--- src/rtl/fpsr_pkg.sv ---
package fpsr_pkg;
  localparam int DW      = 64;
  localparam int SP_W    = 32;
  localparam int SP_FRAC = 23;
  localparam int DP_FRAC = 52;
  localparam int OP_W    = 4;
  localparam int NSRC    = 3;
  localparam int IW      = $clog2(NSRC);

  typedef enum logic [OP_W-1:0] {
    OP_ADD = 4'd0, OP_SUB = 4'd1, OP_MUL = 4'd2, OP_DIV = 4'd3,
    OP_SQRT = 4'd4, OP_MAX = 4'd5, OP_MIN = 4'd6, OP_MAXNM = 4'd7,
    OP_MINNM = 4'd8, OP_FMA = 4'd9, OP_FMS = 4'd10, OP_FNMA = 4'd11,
    OP_FNMS = 4'd12
  } fpsr_op_e;

  typedef struct packed {
    logic sign;
    logic zero;
    logic inf;
    logic nan;
    logic snan;
  } fpsr_cls_t;

  function automatic logic [DW-1:0] sign_bit(input logic dbl);
    return dbl ? (DW'(1) << (DW-1)) : (DW'(1) << (SP_W-1));
  endfunction

  function automatic logic [DW-1:0] quiet_bit(input logic dbl);
    return dbl ? (DW'(1) << (DP_FRAC-1)) : (DW'(1) << (SP_FRAC-1));
  endfunction

  function automatic logic [DW-1:0] inf_pat(input logic dbl, input logic neg);
    logic [DW-1:0] mag;
    mag = dbl ? ((DW'(1) << (DW-1)) - (DW'(1) << DP_FRAC))
              : ((DW'(1) << (SP_W-1)) - (DW'(1) << SP_FRAC));
    return neg ? (mag | sign_bit(dbl)) : mag;
  endfunction

  function automatic logic [DW-1:0] default_nan(input logic dbl);
    return inf_pat(dbl, 1'b0) | quiet_bit(dbl);
  endfunction
endpackage

--- src/rtl/fpsr_classify.sv ---
module fpsr_classify
  import fpsr_pkg::*;
(
  input  logic            dbl,
  input  logic [DW-1:0]   val,
  output fpsr_cls_t       cls
);
  logic exp_ones, exp_zero, frac_zero, qbit;

  always_comb begin
    if (dbl) begin
      exp_ones  = &val[DW-2:DP_FRAC];
      exp_zero  = ~|val[DW-2:DP_FRAC];
      frac_zero = ~|val[DP_FRAC-1:0];
      qbit      = val[DP_FRAC-1];
      cls.sign  = val[DW-1];
    end else begin
      exp_ones  = &val[SP_W-2:SP_FRAC];
      exp_zero  = ~|val[SP_W-2:SP_FRAC];
      frac_zero = ~|val[SP_FRAC-1:0];
      qbit      = val[SP_FRAC-1];
      cls.sign  = val[SP_W-1];
    end
    cls.zero = exp_zero & frac_zero;
    cls.inf  = exp_ones & frac_zero;
    cls.nan  = exp_ones & ~frac_zero;
    cls.snan = exp_ones & ~frac_zero & ~qbit;
  end
endmodule

--- src/rtl/fpsr_nan_pick.sv ---
module fpsr_nan_pick
  import fpsr_pkg::*;
(
  input  fpsr_cls_t [NSRC-1:0] cls,
  input  logic [NSRC-1:0]      en,
  output logic                 found,
  output logic                 snan_any,
  output logic [IW-1:0]        sel
);
  always_comb begin
    found    = 1'b0;
    snan_any = 1'b0;
    sel      = '0;
    for (int i = NSRC-1; i >= 0; i--) begin
      if (en[i] && cls[i].nan) begin
        found = 1'b1;
        sel   = IW'(i);
      end
    end
    for (int i = NSRC-1; i >= 0; i--) begin
      if (en[i] && cls[i].snan) begin
        snan_any = 1'b1;
        sel      = IW'(i);
      end
    end
  end
endmodule

--- src/rtl/fpsr_minmax.sv ---
module fpsr_minmax
  import fpsr_pkg::*;
(
  input  logic          dbl,
  input  logic          is_max,
  input  logic [DW-1:0] x,
  input  logic [DW-1:0] y,
  output logic [DW-1:0] res
);
  logic          sx, sy, x_lt_y, y_lt_x;
  logic [DW-2:0] mx, my;

  always_comb begin
    sx = dbl ? x[DW-1] : x[SP_W-1];
    sy = dbl ? y[DW-1] : y[SP_W-1];
    mx = dbl ? x[DW-2:0] : (DW-1)'(x[SP_W-2:0]);
    my = dbl ? y[DW-2:0] : (DW-1)'(y[SP_W-2:0]);
    if (sx != sy) begin
      x_lt_y = sx;
      y_lt_x = sy;
    end else if (sx) begin
      x_lt_y = mx > my;
      y_lt_x = my > mx;
    end else begin
      x_lt_y = mx < my;
      y_lt_x = my < mx;
    end
    if (is_max) res = x_lt_y ? y : x;
    else        res = y_lt_x ? y : x;
  end
endmodule

--- src/rtl/fp_special_resolver.sv ---
module fp_special_resolver
  import fpsr_pkg::*;
(
  input  logic            clk,
  input  logic            rst_n,
  input  logic            in_valid,
  input  logic [OP_W-1:0] op_i,
  input  logic            dbl_i,
  input  logic            dn_mode_i,
  input  logic [DW-1:0]   src_a_i,
  input  logic [DW-1:0]   src_b_i,
  input  logic [DW-1:0]   src_c_i,
  output logic            out_valid,
  output logic            special_o,
  output logic [DW-1:0]   result_o,
  output logic            invalid_o
);
  // reset synchronizer: assert async, release on clock
  logic rst_meta, rst_sync_n;
  always_ff @(posedge clk or negedge rst_n) begin
    if (!rst_n) begin
      rst_meta   <= 1'b0;
      rst_sync_n <= 1'b0;
    end else begin
      rst_meta   <= 1'b1;
      rst_sync_n <= rst_meta;
    end
  end

  fpsr_op_e op;
  logic is_fused, neg_a, neg_c, is_nm, is_mm;
  logic [DW-1:0] lo_mask;
  logic [NSRC-1:0][DW-1:0] src;
  fpsr_cls_t [NSRC-1:0] cls;

  always_comb begin
    op       = fpsr_op_e'(op_i);
    is_fused = (op == OP_FMA) || (op == OP_FMS) || (op == OP_FNMA) || (op == OP_FNMS);
    neg_a    = (op == OP_FMS) || (op == OP_FNMA);
    neg_c    = (op == OP_FNMA) || (op == OP_FNMS);
    is_nm    = (op == OP_MAXNM) || (op == OP_MINNM);
    is_mm    = is_nm || (op == OP_MAX) || (op == OP_MIN);
    lo_mask  = dbl_i ? '1 : DW'({SP_W{1'b1}});
    src[0]   = (src_a_i & lo_mask) ^ (neg_a ? sign_bit(dbl_i) : '0);
    src[1]   = src_b_i & lo_mask;
    src[2]   = (src_c_i & lo_mask) ^ (neg_c ? sign_bit(dbl_i) : '0);
  end

  for (genvar gi = 0; gi < NSRC; gi++) begin : g_cls
    fpsr_classify u_cls (.dbl(dbl_i), .val(src[gi]), .cls(cls[gi]));
  end

  // priority order: fused ops check the addend first
  logic [NSRC-1:0][DW-1:0] ord_val;
  fpsr_cls_t [NSRC-1:0]    ord_cls;
  logic [NSRC-1:0]         ord_en;

  always_comb begin
    for (int i = 0; i < NSRC; i++) begin
      ord_val[i] = is_fused ? src[(i + NSRC - 1) % NSRC] : src[i];
      ord_cls[i] = is_fused ? cls[(i + NSRC - 1) % NSRC] : cls[i];
    end
    if (is_fused)          ord_en = '1;
    else if (op == OP_SQRT) ord_en = NSRC'(1);
    else                   ord_en = NSRC'(3);
  end

  logic          nan_found, snan_any;
  logic [IW-1:0] nan_sel;

  fpsr_nan_pick u_pick (
    .cls(ord_cls), .en(ord_en),
    .found(nan_found), .snan_any(snan_any), .sel(nan_sel)
  );

  // number-preferring substitution of a lone quiet NaN
  logic          a_qlone, b_qlone, nm_sub;
  logic [DW-1:0] mm_x, mm_y, mm_res;

  always_comb begin
    a_qlone = cls[0].nan & ~cls[0].snan & ~cls[1].nan;
    b_qlone = cls[1].nan & ~cls[1].snan & ~cls[0].nan;
    nm_sub  = is_nm & (a_qlone | b_qlone);
    mm_x    = (is_nm & a_qlone) ? inf_pat(dbl_i, op == OP_MAXNM) : src[0];
    mm_y    = (is_nm & b_qlone) ? inf_pat(dbl_i, op == OP_MAXNM) : src[1];
  end

  fpsr_minmax u_mm (
    .dbl(dbl_i), .is_max((op == OP_MAX) || (op == OP_MAXNM)),
    .x(mm_x), .y(mm_y), .res(mm_res)
  );

  // generated invalid cases
  logic prod_sign, prod_nan, gen_nan;

  always_comb begin
    prod_sign = cls[0].sign ^ cls[1].sign;
    prod_nan  = (cls[0].inf & cls[1].zero) | (cls[1].inf & cls[0].zero);
    unique case (op)
      OP_ADD:  gen_nan = cls[0].inf & cls[1].inf & (cls[0].sign ^ cls[1].sign);
      OP_SUB:  gen_nan = cls[0].inf & cls[1].inf & ~(cls[0].sign ^ cls[1].sign);
      OP_MUL:  gen_nan = prod_nan;
      OP_DIV:  gen_nan = (cls[0].inf & cls[1].inf) | (cls[0].zero & cls[1].zero);
      OP_SQRT: gen_nan = cls[0].sign & ~cls[0].zero & ~cls[0].nan;
      OP_FMA, OP_FMS, OP_FNMA, OP_FNMS:
        gen_nan = prod_nan |
                  (cls[2].inf & (cls[0].inf | cls[1].inf) & (cls[2].sign ^ prod_sign));
      default: gen_nan = 1'b0;
    endcase
  end

  // next-state decision
  logic          nx_special, nx_invalid;
  logic [DW-1:0] nx_result, proc_nan, dnan;

  always_comb begin
    dnan       = default_nan(dbl_i);
    proc_nan   = dn_mode_i ? dnan : (ord_val[nan_sel] | quiet_bit(dbl_i));
    nx_special = 1'b1;
    nx_invalid = 1'b0;
    nx_result  = '0;
    if (nm_sub) begin
      nx_result = mm_res;
    end else if (nan_found) begin
      if (is_fused && !snan_any && cls[2].nan && gen_nan) begin
        nx_result  = dnan;
        nx_invalid = 1'b1;
      end else begin
        nx_result  = proc_nan;
        nx_invalid = snan_any;
      end
    end else if (gen_nan) begin
      nx_result  = dnan;
      nx_invalid = 1'b1;
    end else if (is_mm) begin
      nx_result = mm_res;
    end else if (is_fused && (cls[0].zero | cls[1].zero) && cls[2].zero) begin
      nx_result = (cls[2].sign & prod_sign) ? sign_bit(dbl_i) : '0;
    end else begin
      nx_special = 1'b0;
    end
  end

  always_ff @(posedge clk or negedge rst_sync_n) begin
    if (!rst_sync_n) begin
      out_valid <= 1'b0;
      special_o <= 1'b0;
      invalid_o <= 1'b0;
      result_o  <= '0;
    end else begin
      out_valid <= in_valid;
      if (in_valid) begin
        special_o <= nx_special;
        invalid_o <= nx_invalid;
        result_o  <= nx_result;
      end
    end
  end
endmodule

--- config.mk ---
export PLATFORM = sky130hd
export DESIGN_NAME = fp_special_resolver
export DESIGN_NICKNAME = d
export VERILOG_FILES = /design/src/rtl/fpsr_pkg.sv /design/src/rtl/fpsr_classify.sv /design/src/rtl/fpsr_nan_pick.sv /design/src/rtl/fpsr_minmax.sv /design/src/rtl/fp_special_resolver.sv
export SDC_FILE = /design/constraint.sdc
export NUM_CORES = 1
export LEC_CHECK = 0
export ABC_AREA = 1
export CAP_MARGIN = 25
export CORE_MARGIN = 4
export CORE_UTILIZATION = 50
export CTS_CLUSTER_DIAMETER = 40
export DETAILED_ROUTE_END_ITERATION = 10
export PLACE_DENSITY = 0.78
export REMOVE_ABC_BUFFERS = 1
export SYNTH_ARGS = -nofsm -noshare
export SYNTH_HDL_FRONTEND = slang
export SYNTH_SLANG_ARGS = --single-unit
--- constraint.sdc ---
create_clock -name clk -period 2.6 [get_ports clk]
set_clock_uncertainty 0.1 [all_clocks]
set_input_delay 0.65 -clock clk [delete_from_list [all_inputs] [get_ports clk]]
set_output_delay 0.65 -clock clk [all_outputs]
set_load 0.05 [all_outputs]
==> run summary, run 1 <==
The run stopped with a tool error. The run ended at global routing (5_1_grt). The tool reported: "[ERROR GRT-0232] Routing congestion too high. Check the congestion heatmap in the GUI". The cell area after synthesis came out at 12,700 µm². The number of ports placed on the die boundary is 268. The congestion estimate from routability-driven global placement came to 1.06.

The pin type at the end of the worst path is a register input. The maximum number of pins on one net before global-route repair came out at 97. Sorting the synthesized cells by area gives the leading types as nand2_1 (21%), dfrtp_1 (14%), o21ai_0 (9.3%), nor2_1 (9.0%), nand3_1 (7.8%). The tree built by TritonCTS fans out to 69 sinks.

After global-route timing repair, the worst endpoint was result_o[42]$_DFFE_PN0P_/D. The number of buffers added by the clock tree synthesis step came out at 9. The floorplan row count came out at 58. The commonest cells after synthesis are nand2_1 (703), nor2_1 (306), inv_1 (239). Counting flops with a built-in enable in the synthesized netlist gives 0.

The pre-CTS worst setup slack came out at -2890 ps. The root buffer cell chosen for the clock tree is clkbuf_16. The post-synthesis async set-or-reset flop share is 100%. Global routing used 94.7% of the available tracks. The initial core utilization is 50.6%.

The wire-length estimate of the detail-placed layout is 47.4 mm. The H-tree depth reported by CTS came out at 3. The placed instance area came out at 19,100 µm². The number of buffers inserted by hold repair at cts came out at 0.

The fraction of post-synthesis cell area in the top cell type by area came out at 20.8%. After synthesis, the netlist uses 50 different library cells. The post-synthesis instance total came out at 2,378. Each instance of the synthesized netlist takes up on average 5.35 µm².

The synthesized flop and latch total is 69. The total congestion overflow after global routing came out at 858. In this run the vertical extent of the chip is 167 µm. The top cell type by total area after synthesis is nand2_1.

Buffers placed on the I/O ports in this run total 267. The flip-flop cell with the highest count after synthesis is dfrtp_1. The fraction of the yosys area taken by sequential cells is 13.6%. By instance count, the leading cell after synthesis is nand2_1. The floorplan die width is 167 µm.

For this run, the number of Yosys warnings is 0. The maximum clock insertion buffer count came out at 2.
==> metal layers <==
layer,GRT usage [%],GRT overflow
met1,91.1,38
met2,106,507
met3,85.1,22
met4,101,286
met5,65.9,5
==> per-stage QoR <==
stage	hold slack, ps	setup TNS, ps	std cells	util (%)
after floorplan	231	-442630	2238	-
after global placement	211	-167400	3325	76.2
after detailed placement	224	-179730	3325	76.2
after CTS	224	-123070	3558	88.5
==> cells by family after synthesis <==
family                   after synthesis  synth area share [%]
other                                  1                0.0295
flip-flops                            69                  13.6
XOR/XNOR                               3                 0.207
buffers and inverters                394                  13.3
AO/OA/AOI/OAI                        510                  22.1
adder cells (fa/ha/maj)               64                  6.30
AND/OR/NAND/NOR                     1337                  44.5
==> repair_timing <==
action                     in CTS
cloned                         14
hold endpoints to repair        0
setup buffers                 206
setup endpoints to repair      66
resized for setup             437
pin swaps                     158
==> run 2, diff against run 1 <==
--- a/config.mk
+++ b/config.mk
@@ -8,10 +8,9 @@
 export ABC_AREA = 1
 export CAP_MARGIN = 25
 export CORE_MARGIN = 4
-export CORE_UTILIZATION = 50
-export CTS_CLUSTER_DIAMETER = 40
+export CORE_UTILIZATION = 35
 export DETAILED_ROUTE_END_ITERATION = 10
-export PLACE_DENSITY = 0.78
+export PLACE_DENSITY_LB_ADDON = 0.15
 export REMOVE_ABC_BUFFERS = 1
 export SYNTH_ARGS = -nofsm -noshare
 export SYNTH_HDL_FRONTEND = slang
==> run summary, run 2 <==
After detailed routing, the number of remaining DRC violations is 0. Row generation in the floorplan step produced 69 rows. The fraction of final layout cells sized beyond drive strength 1 is 33.4%. In the layout the commonest cells are nand2_1 (608), buf_4 (522), nor2_1 (255).

The overall via count from detail_route is 19,800. The number of vias per cell came out at 5.49. Summed over all nets, wire length on met3 after detailed routing comes to 6.49 mm. The count of buffers from port buffering is 267.

The endpoint arrival time on the critical path came out at 4890 ps. The flop-to-flop setup slack is 1480 ps. The total of fill cells in the finished design is 3,349. For the finished layout, the period the worst path requires is 4680 ps.

On the critical path, the stage with the largest delay is an instance of clkdlybuf4s50_1. The final RePlAce weighted congestion is 0.967. The standby leakage power came out at 11.8 nW. The H-tree depth reported by CTS is 3. The pre-CTS worst setup slack came out at -2880 ps. Yosys attributes the largest share of cell area to nand2_1 (21%), dfrtp_1 (14%), o21ai_0 (9.3%), nor2_1 (9.0%), nand3_1 (7.8%). The maximum clock insertion buffer count came out at 2.

Ranked by flip-flop count, first place goes to result_o. The number of enable-type register cells in the synthesized netlist came out at 0. For this block, the initial DRC count from the detailed router was 1,959. For this design, the sink count on the clock tree is 69. The top cell type by total area after synthesis is nand2_1. For this run, the number of Yosys warnings is 0. In this run the remaining antenna-violating nets after routing total 0. The endpoint identified for the worst register-to-register timing path is result_o[21].

In the synthesized netlist, the cells that appear most often are nand2_1 (703), nor2_1 (306), inv_1 (239). The type of the worst min-delay path is reg2async. STA classifies the critical path endpoint as a flop. Counting flops with an async set or reset pin after synthesis yields a share of 100%. The final critical path takes up 180% of the cycle. The maximum number of pins on one net before global-route repair is 109. The routed wirelength normalized by instance count came out at 19.4 µm. For this design the top-level I/O count stands at 268. The category of the worst setup path launch point is an input pin. The final routed wirelength across all metal layers is 70.0 mm.

Wire segments on met2 add up to 31.1 mm in the final route. The overall fraction of global-route tracks in use came out at 32.3%. After synthesis the cells add up to 12,700 µm².

The count of final setup violators came out at 66. The actual slew at the worst max-slew pin is 742 ps. The maximum vdd drop came out at 0.000372 V. The placed instance area is 19,400 µm². The power density normalized to cell area came out at 339 nW/µm². The distinct cell type count after synthesis is 50.

The worst-case headroom to the max-slew limit came out at 50.6%. The tool flagged a number of max-cap violations equal to 0. The post-synthesis instance total came out at 2,378. The final antenna diode count came out at 0.

The count of endpoints failing hold in the final timing report came to 0. The final reports fail on negative setup slack. Across all setup checks in the final design, the least slack found is -2080 ps. The root buffer cell chosen for the clock tree is clkbuf_16. The number of flip-flops in the largest register is 64. After synthesis the netlist holds a flip-flop and latch count of 69. Timing would allow up to 0.214 GHz. The area added between synthesis and finish came out at 80.2%. The maximum fanout along the worst path came out at 13. Setup repair after global routing could not meet its margin everywhere. The kind of critical path is in2reg.

The first global-routing pass estimated 101 mm of wire. The detailed-route wire length on metal 1 came out at 29.4 mm. Averaged over all synthesized cells, the footprint is 5.35 µm². The die covers 39,400 µm². The number of nets in the layout is 3,402. The number of buffers inserted by hold repair at cts is 0.

Once the floorplan was initialized, standard cells occupied 35.6% of the core. The number of pins exceeding their max-slew limit in the final report is 0. STA puts the critical path data required time at 2810 ps.

The area occupied by multi-input gates came out at 10,900 µm². The clock-pin slew on the worst setup and hold paths came out at 70 ps. The biggest cell delay along the critical path is 510 ps. Clock latency on the worst-skew pair, taken at its later pin, is 370 ps. Of the synthesized area, sequential elements account for 13.6%. Among the stages of the critical path, the cell type that occurs most often is buf_12. By instance count, the leading cell after synthesis is nand2_1.

The total area inside the core boundary comes to 35,700 µm². The pre-antenna-repair detailed-routing pass consisted of 6 iterations. The number of antenna violations at the first check in global routing is 0. Registers take 1730 µm².

Leaving out fill and tap cells, the most frequent cell in the layout is nand2_1. The total congestion overflow after global routing came out at 0. TritonCTS built the clock tree.

The floorplan step set the die width to 199 µm. The most used flip-flop cell after synthesis is dfrtp_1. From bottom edge to top edge, the die measures 199 µm. Summed over its instances, the top area cell type makes up 20.8% of the synthesized netlist area. In this run the critical register-to-register path is launched from rst_sync_n. The run finished, with violations left. Counting the buffers created by CTS gives 9.

The post-route cell area is 22,900 µm². Detailed placement finished with a half-perimeter wire length of 49.1 mm. The number of global-route vias before repair came out at 18,100. The depth of the worst register-to-register path came out at 1. The highest layer touched by signal routing is met4.
[run 2: critical path, delay by kind of cell]
kind | cells | cell delay [ps]
compound gates | 6 | 720
fa+ha+maj | 1 | 250
buf+inv | 7 | 1210
simple gates | 16 | 2030
[run 2: per-layer routing]
metal  up-vias  track usage, %
met3       210            5.32
met1      9162            44.8
li1       9328               -
met2      1086            50.5
met5         -               0
met4         0            12.0
[run 2: what timing repair did]
item | CTS | global route
cloned | 8 | 13
setup buffers | 55 | 47
resized for setup | 201 | 441
pin swaps | 74 | 157
setup endpoints to repair | 66 | 66
[run 2: report_power, final]
part / switching (W) / internal [W] / total (W)
clock: 0.000603 / 0.000746 / 0.00135
combinational: 0.00286 / 0.00223 / 0.00509
sequential: 0.000115 / 0.00120 / 0.00132
[run 2: layout make-up]
class,instances,area share (%)
Multi-Input combinational cell,1916,47.5
Timing Repair Buffer,887,36.9
Sequential cell,69,7.55
Inverter,254,4.24
Tap cell,461,2.52
Clock buffer,14,1.24
Clock inverter,1,0.0218
[run 2: how the worst max path moves through the flow]
stage                      startpoint  slack (ps)            to  cells past startpoint
after floorplan               op_i[0]       -7000  result_o[44]                     16
after global placement          dbl_i       -2880   result_o[1]                     26
after detailed placement        dbl_i       -2880   result_o[3]                     26
after CTS                 src_a_i[26]       -1980  result_o[62]                     31
after global routing      src_b_i[55]       -2210  result_o[28]                     29
final                     src_b_i[55]       -2080  result_o[28]                     30
[run 2: cells by family (layout without fill, tap and decap cells)]
group                    after synthesis  in the layout  synth area share [%]
XOR/XNOR                               3              3                 0.207
buffers and inverters                394           1156                  13.3
adder cells (fa/ha/maj)               64             64                  6.30
flip-flops                            69             69                  13.6
AO/OA/AOI/OAI                        510            510                  22.1
other                                  1              1                0.0295
AND/OR/NAND/NOR                     1337           1338                  44.5
[run 2: metrics by stage]
stage | hold slack [ps] | cells | setup TNS [ps] | util [%] | power (W)
final | 241 | 3602 | -126710 | 64.1 | 0.00776
after CTS | 263 | 3542 | -124980 | 58.0 | 0.00711
after global placement | 234 | 3466 | -182130 | 54.3 | 0.00542
after floorplan | 231 | 2238 | -442630 | - | 0.00336
after global routing | 272 | 3602 | -136250 | 64.1 | 0.00814
after detailed placement | 249 | 3466 | -183400 | 54.3 | 0.00546
No activity file was read; power rests on OpenSTA's default activity.
